[config.mk]
export PLATFORM = sky130hd
export DESIGN_NAME = dma_regbank
export DESIGN_NICKNAME = d
export VERILOG_FILES = /design/src/rtl/dma_regbank_pkg.sv /design/src/rtl/dma_chan_regs.sv /design/src/rtl/dma_irq_status.sv /design/src/rtl/dma_regbank.sv
export SDC_FILE = /design/constraint.sdc
export NUM_CORES = 2
export LEC_CHECK = 0
export BUFFER_PORTS_ARGS = -buffer_cell sky130_fd_sc_hd__buf_2
export CORE_AREA = 5 5 530 532
export CTS_CLUSTER_DIAMETER = 120
export DETAILED_ROUTE_END_ITERATION = 7
export DIE_AREA = 0 0 535 537
export SKIP_CTS_REPAIR_TIMING = 1
export SLEW_MARGIN = 30
export SYNTH_ARGS = -nofsm -noshare
export SYNTH_HDL_FRONTEND = slang
export SYNTH_SLANG_ARGS = --single-unit
[constraint.sdc]
create_clock -name clk -period 2.7 [get_ports clk]
set_input_delay 0.54 -clock clk [delete_from_list [all_inputs] [get_ports clk]]
set_output_delay 0.54 -clock clk [all_outputs]
set_load 0.02 [all_outputs]
[src/rtl/dma_regbank_pkg.sv]
package dma_regbank_pkg;

    localparam int WORD_W = 32;

    typedef struct packed {
        logic [WORD_W-1:0] src;
        logic [WORD_W-1:0] dst;
        logic [WORD_W-1:0] link;
        logic [WORD_W-1:0] ctrl;
        logic [WORD_W-1:0] cfg;
    } chan_regs_t;

    typedef enum logic [2:0] {
        CW_SRC  = 3'd0,
        CW_DST  = 3'd1,
        CW_LINK = 3'd2,
        CW_CTRL = 3'd3,
        CW_CFG  = 3'd4
    } chan_word_e;

    localparam int CFG_EN_BIT      = 0;
    localparam int CFG_ERRMASK_BIT = 14;
    localparam int CFG_TCMASK_BIT  = 15;

    localparam logic [5:0] GW_STAT     = 6'd0;
    localparam logic [5:0] GW_TC_STAT  = 6'd1;
    localparam logic [5:0] GW_TC_CLR   = 6'd2;
    localparam logic [5:0] GW_ERR_STAT = 6'd3;
    localparam logic [5:0] GW_ERR_CLR  = 6'd4;
    localparam logic [5:0] GW_TC_RAW   = 6'd5;
    localparam logic [5:0] GW_ERR_RAW  = 6'd6;
    localparam logic [5:0] GW_ENABLED  = 6'd7;
    localparam logic [5:0] GW_GCFG     = 6'd12;
    localparam logic [5:0] GW_SYNC     = 6'd13;

    function automatic logic [7:0] id_byte(input logic [2:0] idx, input logic two_ch);
        case (idx)
            3'd0:    id_byte = two_ch ? 8'h81 : 8'h80;
            3'd1:    id_byte = 8'h10;
            3'd2:    id_byte = 8'h04;
            3'd3:    id_byte = 8'h0A;
            3'd4:    id_byte = 8'h0D;
            3'd5:    id_byte = 8'hF0;
            3'd6:    id_byte = 8'h05;
            default: id_byte = 8'hB1;
        endcase
    endfunction

endpackage

[src/rtl/dma_chan_regs.sv]
module dma_chan_regs
    import dma_regbank_pkg::*;
(
    input  logic              clk,
    input  logic              rst_n,
    input  logic              wr_en,
    input  logic [2:0]        word,
    input  logic [WORD_W-1:0] wdata,
    output chan_regs_t        regs
);

    chan_regs_t regs_d, regs_q;

    always_comb begin
        regs_d = regs_q;
        if (wr_en) begin
            case (word)
                CW_SRC:  regs_d.src  = wdata;
                CW_DST:  regs_d.dst  = wdata;
                CW_LINK: regs_d.link = wdata;
                CW_CTRL: regs_d.ctrl = wdata;
                CW_CFG:  regs_d.cfg  = wdata;
                default: ;
            endcase
        end
    end

    always_ff @(posedge clk or negedge rst_n) begin
        if (!rst_n) regs_q <= '0;
        else        regs_q <= regs_d;
    end

    assign regs = regs_q;

    AST_CHAN_HOLD: assert property (@(posedge clk) disable iff (!rst_n)
        !wr_en |=> $stable(regs));

endmodule

[src/rtl/dma_irq_status.sv]
module dma_irq_status #(
    parameter int NCH = 8
) (
    input  logic           clk,
    input  logic           rst_n,
    input  logic [NCH-1:0] tc_set,
    input  logic [NCH-1:0] err_set,
    input  logic           tc_clr,
    input  logic           err_clr,
    input  logic [NCH-1:0] clr_bits,
    input  logic [NCH-1:0] tc_mask,
    input  logic [NCH-1:0] err_mask,
    output logic [NCH-1:0] tc_raw,
    output logic [NCH-1:0] err_raw,
    output logic           irq
);

    typedef struct packed {
        logic [NCH-1:0] tc;
        logic [NCH-1:0] err;
    } irq_state_t;

    irq_state_t st_d, st_q;

    always_comb begin
        st_d = st_q;
        if (tc_clr)  st_d.tc  = st_d.tc  & ~clr_bits;
        if (err_clr) st_d.err = st_d.err & ~clr_bits;
        st_d.tc  = st_d.tc  | tc_set;
        st_d.err = st_d.err | err_set;
    end

    always_ff @(posedge clk or negedge rst_n) begin
        if (!rst_n) st_q <= '0;
        else        st_q <= st_d;
    end

    assign tc_raw  = st_q.tc;
    assign err_raw = st_q.err;
    assign irq     = |((st_q.tc & tc_mask) | (st_q.err & err_mask));

    AST_TC_SET_WINS: assert property (@(posedge clk) disable iff (!rst_n)
        (tc_set != '0) |=> ((tc_raw & $past(tc_set)) == $past(tc_set)));
    AST_ERR_SET_WINS: assert property (@(posedge clk) disable iff (!rst_n)
        (err_set != '0) |=> ((err_raw & $past(err_set)) == $past(err_set)));
    AST_TC_CLEAR: assert property (@(posedge clk) disable iff (!rst_n)
        (tc_clr && tc_set == '0) |=> ((tc_raw & $past(clr_bits)) == '0));
    AST_IRQ_SOURCE: assert property (@(posedge clk) disable iff (!rst_n)
        irq |-> ((tc_raw | err_raw) != '0));

endmodule

[src/rtl/dma_regbank.sv]
module dma_regbank
    import dma_regbank_pkg::*;
#(
    parameter int NCH = 8
) (
    input  logic              clk,
    input  logic              rst_n,
    input  logic              bus_valid,
    input  logic              bus_write,
    input  logic [11:0]       bus_addr,
    input  logic [31:0]       bus_wdata,
    output logic              bus_ready,
    output logic [31:0]       bus_rdata,
    input  logic [NCH-1:0]    tc_set,
    input  logic [NCH-1:0]    err_set,
    output logic [32*NCH-1:0] ch_src,
    output logic [32*NCH-1:0] ch_dst,
    output logic [32*NCH-1:0] ch_link,
    output logic [32*NCH-1:0] ch_ctrl,
    output logic [32*NCH-1:0] ch_cfg,
    output logic              irq
);

    localparam int PAD = WORD_W - NCH;
    localparam logic TWO_CH = (NCH == 2);

    typedef struct packed {
        logic              ready;
        logic [WORD_W-1:0] rdata;
        logic [WORD_W-1:0] gcfg;
        logic [WORD_W-1:0] sync;
    } top_state_t;

    top_state_t st_d, st_q;

    chan_regs_t     regs [NCH];
    logic [NCH-1:0] ch_wr;
    logic [NCH-1:0] tc_mask, err_mask, en_map;
    logic [NCH-1:0] tc_raw, err_raw;

    logic       accept, wr_acc;
    logic       in_chan, in_glob, in_id, ch_hit;
    logic [2:0] ch_idx, ch_word;
    logic [5:0] gword;

    assign accept  = bus_valid & ~st_q.ready;
    assign wr_acc  = accept & bus_write;
    assign in_chan = (bus_addr[11:8] == 4'h1);
    assign in_glob = (bus_addr[11:8] == 4'h0);
    assign in_id   = (bus_addr[11:5] == 7'h7F);
    assign ch_idx  = bus_addr[7:5];
    assign ch_word = bus_addr[4:2];
    assign gword   = bus_addr[7:2];
    assign ch_hit  = in_chan && (int'(ch_idx) < NCH) && (ch_word <= CW_CFG);

    for (genvar c = 0; c < NCH; c++) begin : g_chan
        assign ch_wr[c] = wr_acc & ch_hit & (int'(ch_idx) == c);

        dma_chan_regs i_chan (
            .clk   (clk),
            .rst_n (rst_n),
            .wr_en (ch_wr[c]),
            .word  (ch_word),
            .wdata (bus_wdata),
            .regs  (regs[c])
        );

        assign ch_src [32*c +: 32] = regs[c].src;
        assign ch_dst [32*c +: 32] = regs[c].dst;
        assign ch_link[32*c +: 32] = regs[c].link;
        assign ch_ctrl[32*c +: 32] = regs[c].ctrl;
        assign ch_cfg [32*c +: 32] = regs[c].cfg;
        assign tc_mask[c]  = regs[c].cfg[CFG_TCMASK_BIT];
        assign err_mask[c] = regs[c].cfg[CFG_ERRMASK_BIT];
        assign en_map[c]   = regs[c].cfg[CFG_EN_BIT];
    end

    dma_irq_status #(.NCH(NCH)) i_irq (
        .clk      (clk),
        .rst_n    (rst_n),
        .tc_set   (tc_set),
        .err_set  (err_set),
        .tc_clr   (wr_acc & in_glob & (gword == GW_TC_CLR)),
        .err_clr  (wr_acc & in_glob & (gword == GW_ERR_CLR)),
        .clr_bits (bus_wdata[NCH-1:0]),
        .tc_mask  (tc_mask),
        .err_mask (err_mask),
        .tc_raw   (tc_raw),
        .err_raw  (err_raw),
        .irq      (irq)
    );

    logic [WORD_W-1:0] rd_val;
    chan_regs_t        sel;

    always_comb begin
        sel = '0;
        for (int c = 0; c < NCH; c++) begin
            if (int'(ch_idx) == c) sel = regs[c];
        end
        rd_val = '0;
        if (ch_hit) begin
            case (ch_word)
                CW_SRC:  rd_val = sel.src;
                CW_DST:  rd_val = sel.dst;
                CW_LINK: rd_val = sel.link;
                CW_CTRL: rd_val = sel.ctrl;
                default: rd_val = sel.cfg;
            endcase
        end else if (in_id) begin
            rd_val = {24'd0, id_byte(bus_addr[4:2], TWO_CH)};
        end else if (in_glob) begin
            case (gword)
                GW_STAT:     rd_val = {{PAD{1'b0}}, (tc_raw & tc_mask) | (err_raw & err_mask)};
                GW_TC_STAT:  rd_val = {{PAD{1'b0}}, tc_raw & tc_mask};
                GW_ERR_STAT: rd_val = {{PAD{1'b0}}, err_raw & err_mask};
                GW_TC_RAW:   rd_val = {{PAD{1'b0}}, tc_raw};
                GW_ERR_RAW:  rd_val = {{PAD{1'b0}}, err_raw};
                GW_ENABLED:  rd_val = {{PAD{1'b0}}, en_map};
                GW_GCFG:     rd_val = st_q.gcfg;
                GW_SYNC:     rd_val = st_q.sync;
                default:     rd_val = '0;
            endcase
        end
    end

    always_comb begin
        st_d       = st_q;
        st_d.ready = accept;
        if (accept) st_d.rdata = bus_write ? '0 : rd_val;
        if (wr_acc && in_glob && gword == GW_GCFG) st_d.gcfg = bus_wdata;
        if (wr_acc && in_glob && gword == GW_SYNC) st_d.sync = bus_wdata;
    end

    always_ff @(posedge clk or negedge rst_n) begin
        if (!rst_n) st_q <= '0;
        else        st_q <= st_d;
    end

    assign bus_ready = st_q.ready;
    assign bus_rdata = st_q.rdata;

    AST_READY_FOLLOWS: assert property (@(posedge clk) disable iff (!rst_n)
        (bus_valid && !bus_ready) |=> bus_ready);
    AST_OOR_ZERO: assert property (@(posedge clk) disable iff (!rst_n)
        (bus_ready && $past(bus_addr[11:8] == 4'h1 && int'(bus_addr[7:5]) >= NCH))
        |-> (bus_rdata == '0));
    AST_SOFT_ZERO: assert property (@(posedge clk) disable iff (!rst_n)
        (bus_ready && $past(bus_addr[11:4] == 8'h02)) |-> (bus_rdata == '0));

endmodule

# --- Yosys cells after proc, flatten, opt, wreduce, memory -nomap -nowiden ---
# Index checks and enable logic that the tools add are counted.
classes:
  magnitude_cmp: 1
  n_eq_ne: 24
  mux: 17
  n_bitwise: 23
  n_reduce_logical: 49
ops:
  columns: ["operator", "count"]
  rows:
  - ["two-way mux 160 bit", 8]
  - ["one-hot mux 32 bit (8 select lines)", 1]
  - ["two-way mux 32 bit", 4]
  - ["one-hot mux 32 bit (4 select lines)", 1]
  - ["AND reduction 2 bit", 40]
  - ["one-hot mux 8 bit (7 select lines)", 1]
  - ["AND 8 bit", 4]
  - ["equality test 6 x 3 -> 1 bit (second input constant)", 4]
  - ["bitwise OR 8 bit", 3]
  - ["equality test 3 bit (second input constant)", 7]
  - ["two-way mux 8 bit", 2]
  - ["AND 1 bit", 14]
  - ["equality test 3 x 2 -> 1 bit (second input constant)", 4]
  - ["equality test 6 x 2 -> 1 bit (second input constant)", 2]
  - ["equality test 6 x 4 -> 1 bit (second input constant)", 2]
  - ["NOT 8 bit", 1]
  - ["OR reduction 8 bit", 1]
  - ["equality test 7 bit (second input constant)", 1]
  - ["equality test 3 x 1 -> 1 bit (second input constant)", 2]
  - ["equality test 6 x 1 -> 1 bit (second input constant)", 1]
  - ["logical NOT 3 bit", 2]
  - ["logical NOT 6 bit", 1]
  - ["equality test 4 x 1 -> 1 bit (second input constant)", 1]
  - ["logical AND 1 bit", 4]
  - ["other kinds (3)", 3]
totals:
  register_bits: 1393
  in_bits: 64
  out_inout_bits: 1314
  word_cells: 160

# --- Logic depth before layout (Yosys ltp) ---
depth:
  ltp_word: 12
  depth_mapped: 12
  mapped_depth_nobuf: 7

# --- By module ---
# Synthesis repeated with hierarchy kept, for this count alone.
hier_totals:
  hier_cells: 4916
  area_unflattened_um2: 65918.2
by_module_without_submodules:
  columns: ["module", "instances", "cells_per_inst", "area_per_inst_um2"]
  rows:
  - ["dma_chan_regs", 8, 343, 6033.3]
  - ["dma_regbank", 1, 2113, 16960.0]
  - ["dma_irq_status", 1, 59, 691.9]

# --- Least setup slack after synthesis ---
# Ideal clock, no wire load.
synth_path:
  path_kind: "input port to flip-flop"
  from: "in bus_addr[5]"
  to: "reg st_q (netlist bit bus_rdata[8])"
  setup_time_ps: 142
  t_arrival_ps: 2218
  required_time_ps: 2558
  setup_slack_ps: 340
  path_stages: 10
  path_buffers: 4
  cell_sequence: "buf_4 -> buf_6 -> buf_2 -> buf_2 -> mux2i_1 -> nor3_1 -> a2111oi_0 -> o21ai_0 -> nor4_1 -> o221ai_1"
synth_between:
  elab_chain_cells: 12
  elab_cells_between_ends: 31
synth_lines:
  columns: ["item", "line", "source"]
  rows:
  - ["from (decl)", "dma_regbank.sv:10", "input logic [11:0] bus_addr,"]
  - ["logical NOT 3 bit", "dma_regbank.sv:99", "if (int'(ch_idx) == c) sel = regs[c];"]
  - ["two-way mux 160 bit (8 in series)", "dma_regbank.sv:99", null]
  - ["one-hot mux 32 bit (4 select lines)", "dma_regbank.sv:103", "case (ch_word)"]
  - ["two-way mux 32 bit (*)", "dma_regbank.sv:102", "if (ch_hit) begin"]
  - ["two-way mux 32 bit (*)", "dma_regbank.sv:130", "if (accept) st_d.rdata = bus_write ? '0 : rd_val;"]
  - ["to (signal assigned)", "dma_regbank.sv:137", "else st_q <= st_d;"]
  - ["to (decl)", "dma_regbank.sv:34", "top_state_t st_d, st_q;"]
# Every way passes the cells marked *; elsewhere a longest branch is shown, timed or not.
# A chain may end at the register's enable or synchronous reset.

# --- Worst setup path in the final report ---
layout_path:
  from: "reg i_irq.st_q (netlist bit i_irq.err_raw[0])"
  to: "out irq"
layout_between:
  elab_chain_cells: 3
layout_lines:
  columns: ["item", "line", "source"]
  rows:
  - ["from (decl)", "dma_irq_status.sv:23", "irq_state_t st_d, st_q;"]
  - ["from (signal assigned)", "dma_irq_status.sv:35", "else st_q <= st_d;"]
  - ["AND 8 bit", "dma_irq_status.sv:40", "assign irq = |((st_q.tc & tc_mask) | (st_q.err & err_mask));"]
  - ["bitwise OR 8 bit", "dma_irq_status.sv:40", null]
  - ["OR reduction 8 bit", "dma_irq_status.sv:40", null]
  - ["to (decl)", "dma_regbank.sv:21", "output logic irq"]
# Every way passes these cells.

==> results.yml <==
clocking:
  cts.sinks: 1393
  cts_tree: "done"
  cts_buffer_depth: 4
  htreeDepth: 4
  root_buffer: "clkbuf_16"
  clk-insertion-delay-late_ps: 860
  cts.clk_slew.worst_paths_ps: 60
  cts_buffers: 166
min_path:
  hold_path_class: "input port to flip-flop"
final_layout:
  fin_area_um2: 89900
  final-seq-area_um2: 34900
  final_nets: 6987
  area_growth_syn_to_layout_pct: 36.6
  multiInputGateArea_um2: 28800
  drive_gt1_share_pct: 57.1
  final_cells: 10800
  n_fill_cell: 27700
synthesis:
  synth_top_flop_cell: "dfrtp_1"
  synth.top_cells.by_count: "mux2_2, dfrtp_1, o21ai_0"
  yosysSeqAreaShare_pct: 52.9
  muxShareOfSynthArea_pct: 29.1
  async_reset_ff_share_pct: 100
  yosys.area_share.adder_pct: 0
  synth_seq_cells: 1393
  yosysMostFrequentCell: "mux2_2"
  ys_warn_count: 0
  synth_xor_area_share_pct: 0
  avgSynthCellArea_um2: 12.9
  synthSimpleGateAreaFrac_pct: 3.82
  syn_inst: 5118
  yosys.area.top_type: "dfrtp_1"
  synth-compound-area-share_pct: 10.0
  synth_top_family_by_area: "multiplexers"
  synth_edf_count: 0
  ys_types: 84
  netlist_top_cells_area: "dfrtp_1, mux2_2, mux2i_1"
  synth_area_um2: 65900
  synth_top_area_share_pct: 52.9
  syn_nets: 5182
route:
  drc_errors: 0
  wirelength_mm: 459
  antenna_left: 0
  vias: 58800
  wl_per_cell_um: 42.7
  drt_iter0_markers: 7061
  viasPerCell: 5.46
  dr.pass1.iters: 6
worst_setup_path:
  worst-setup-path-type: "flip-flop to output port"
  cp_data_arrival_time_ps: 2250
  critPathSlowestCell: "dfrtp_2"
  crit_fanout: 5
  cpPeakStageDelay_ps: 480
  crit_path_end_kind: "output port"
  crit_required_ps: 2160
  worst_setup_path_start_kind: "flip-flop"
  path_cells: "a22o_1 -> a221oi_2 -> and4_1 -> nand4_1 -> buf_2"
sta:
  fin_crit_sh_pct: 103
  fin_crit_ps: 2790
  worst_pin_slew_ps: 1050
  tns_ps: -91.7
  relSlewSlack_pct: 29.7
  holdWs_ps: 219
  rsz0062_at_grt: "true"
  fmax_mhz: 358
  setup_ws_ps: -91.7
  fin_skew_ps: 52.4
  finalHoldViolations: 0
  report.final.slew_viol_count: 0
  setup_viol_count_final: 1
global_route:
  grt-ovfl-total: 0
  grt_pass1_wl_mm: 591
  grt_max_degree: 113
  grt_usage_pct: 30.6
  antenna_found_initial: 66
  grt_pass1_vias: 59000
floorplan:
  dieArea_um2: 287000
  initial_core_util_pct: 23.9
  die_w_um: 535
  design.core.area_um2: 276000
  fp.dieH_um: 537
  ios: 1378
  core.rowCount: 193
placed_design:
  gp_congestion: 0.960
  place_hpwl_mm: 356
  dp_cells: 10400
  post_dp_cell_area_um2: 83800
  preCtsSetupSlack_ps: -877
  port_buffers: 1375
job:
  drv_cap: 0
power_and_ir_drop:
  power_leakage_nw: 46.3
  vdd_drop_max_mv: 0.562
  p_per_area_nw_per_um2: 549
run_status:
  violations: "negative setup slack"
  status: "finished, violations left"
[path summary, 6_finish.rpt]
kind	start	to	slack (ps)	depth (start not counted)
max reg2reg	g_chan[0].i_chan.regs[68]$_DFFE_PN0P_	bus_rdata[4]$_DFFE_PN0P_	0	7
min	bus_wdata[0]	i_irq.err_raw[0]$_DFF_PN0_	220	3
max	i_irq.err_raw[0]$_DFF_PN0_	irq	-90	5
max in group asynchronous	rst_n	g_chan[1].i_chan.regs[88]$_DFFE_PN0P_	1240	3
min in group asynchronous	rst_n	g_chan[2].i_chan.regs[130]$_DFFE_PN0P_	240	2
min reg2reg	bus_rdata[20]$_DFFE_PN0P_	bus_rdata[20]$_DFFE_PN0P_	490	2
[cells by family after synthesis]
kind of cell           after synthesis
AO/OA/AOI/OAI                      980
multiplexers                      1684
buffers and inverters              559
AND/OR/NAND/NOR                    502
flip-flops                        1393
[registers in the layout (all words and copies together), names as in the netlist]
signal and count:
g_chan.i_chan.regs 1280, st_q 64, bus_rdata 32, i_irq.err_raw 8, i_irq.tc_raw 8, bus_ready 1
[critical path, delay by kind of cell, from the launching register on]
family,cells,cell delay [ps]
AO/OA/AOI/OAI,2,410
buffers and inverters,1,220
flip-flops,1,480
AND/OR/NAND/NOR,2,330
[layout by cell type (no fill, tap or decap), types with 24 or more instances in the layout]
cell type and n:
a211oi_1 57, a21oi_1 195, a221oi_1 51, a22oi_1 49, buf_12 223, buf_2 1367, buf_4 554, clkbuf_1 27
clkbuf_16 169, clkbuf_8 28, clkinv_2 25, dfrtp_1 1389, mux2_1 58, mux2_2 1430, mux2i_1 162, mux4_2 34
nand2_1 159, nor2_1 105, nor2_4 34, o211ai_1 24, o21ai_0 225, o221ai_1 55, o22ai_1 99
[metrics by stage]
| stage | total power, W | util, % |
|---|---|---|
| floorplan | 0.0229 | - |
| global placement | 0.0257 | 30.4 |
| detailed placement | 0.0257 | 30.4 |
| CTS | 0.0495 | 32.5 |
| global route | 0.0505 | 32.6 |
| finish | 0.0494 | 32.6 |
[power breakdown]
part	internal [W]	switching [W]	total, W
logic	0.00130	0.00308	0.00438
clock network	0.0139	0.00996	0.0239
registers	0.0210	0.000104	0.0211
[metal layers]
metal  share of wire [%]  global-route usage [%]  up-vias  routed length (µm)
met5                0.11                       0        -                 484
met4                 7.0                    17.1       16               32400
met3                  12                    12.6     1114               55900
met2                  43                    46.6     4218              199000
met1                  37                    36.8    30800              172000
li1                    -                       -    22600                   -
[layout make-up]
class                   instances  area share [%]
well taps                    3705            5.15
clock inverters                70            1.09
inverters                      23           0.114
diodes                         14          0.0389
flip-flops and latches       1393            38.8
repair buffers               2173            17.6
clock buffers                 222            5.19
multi-input cells            3166            32.0
No activity file was read; power rests on OpenSTA's default activity.
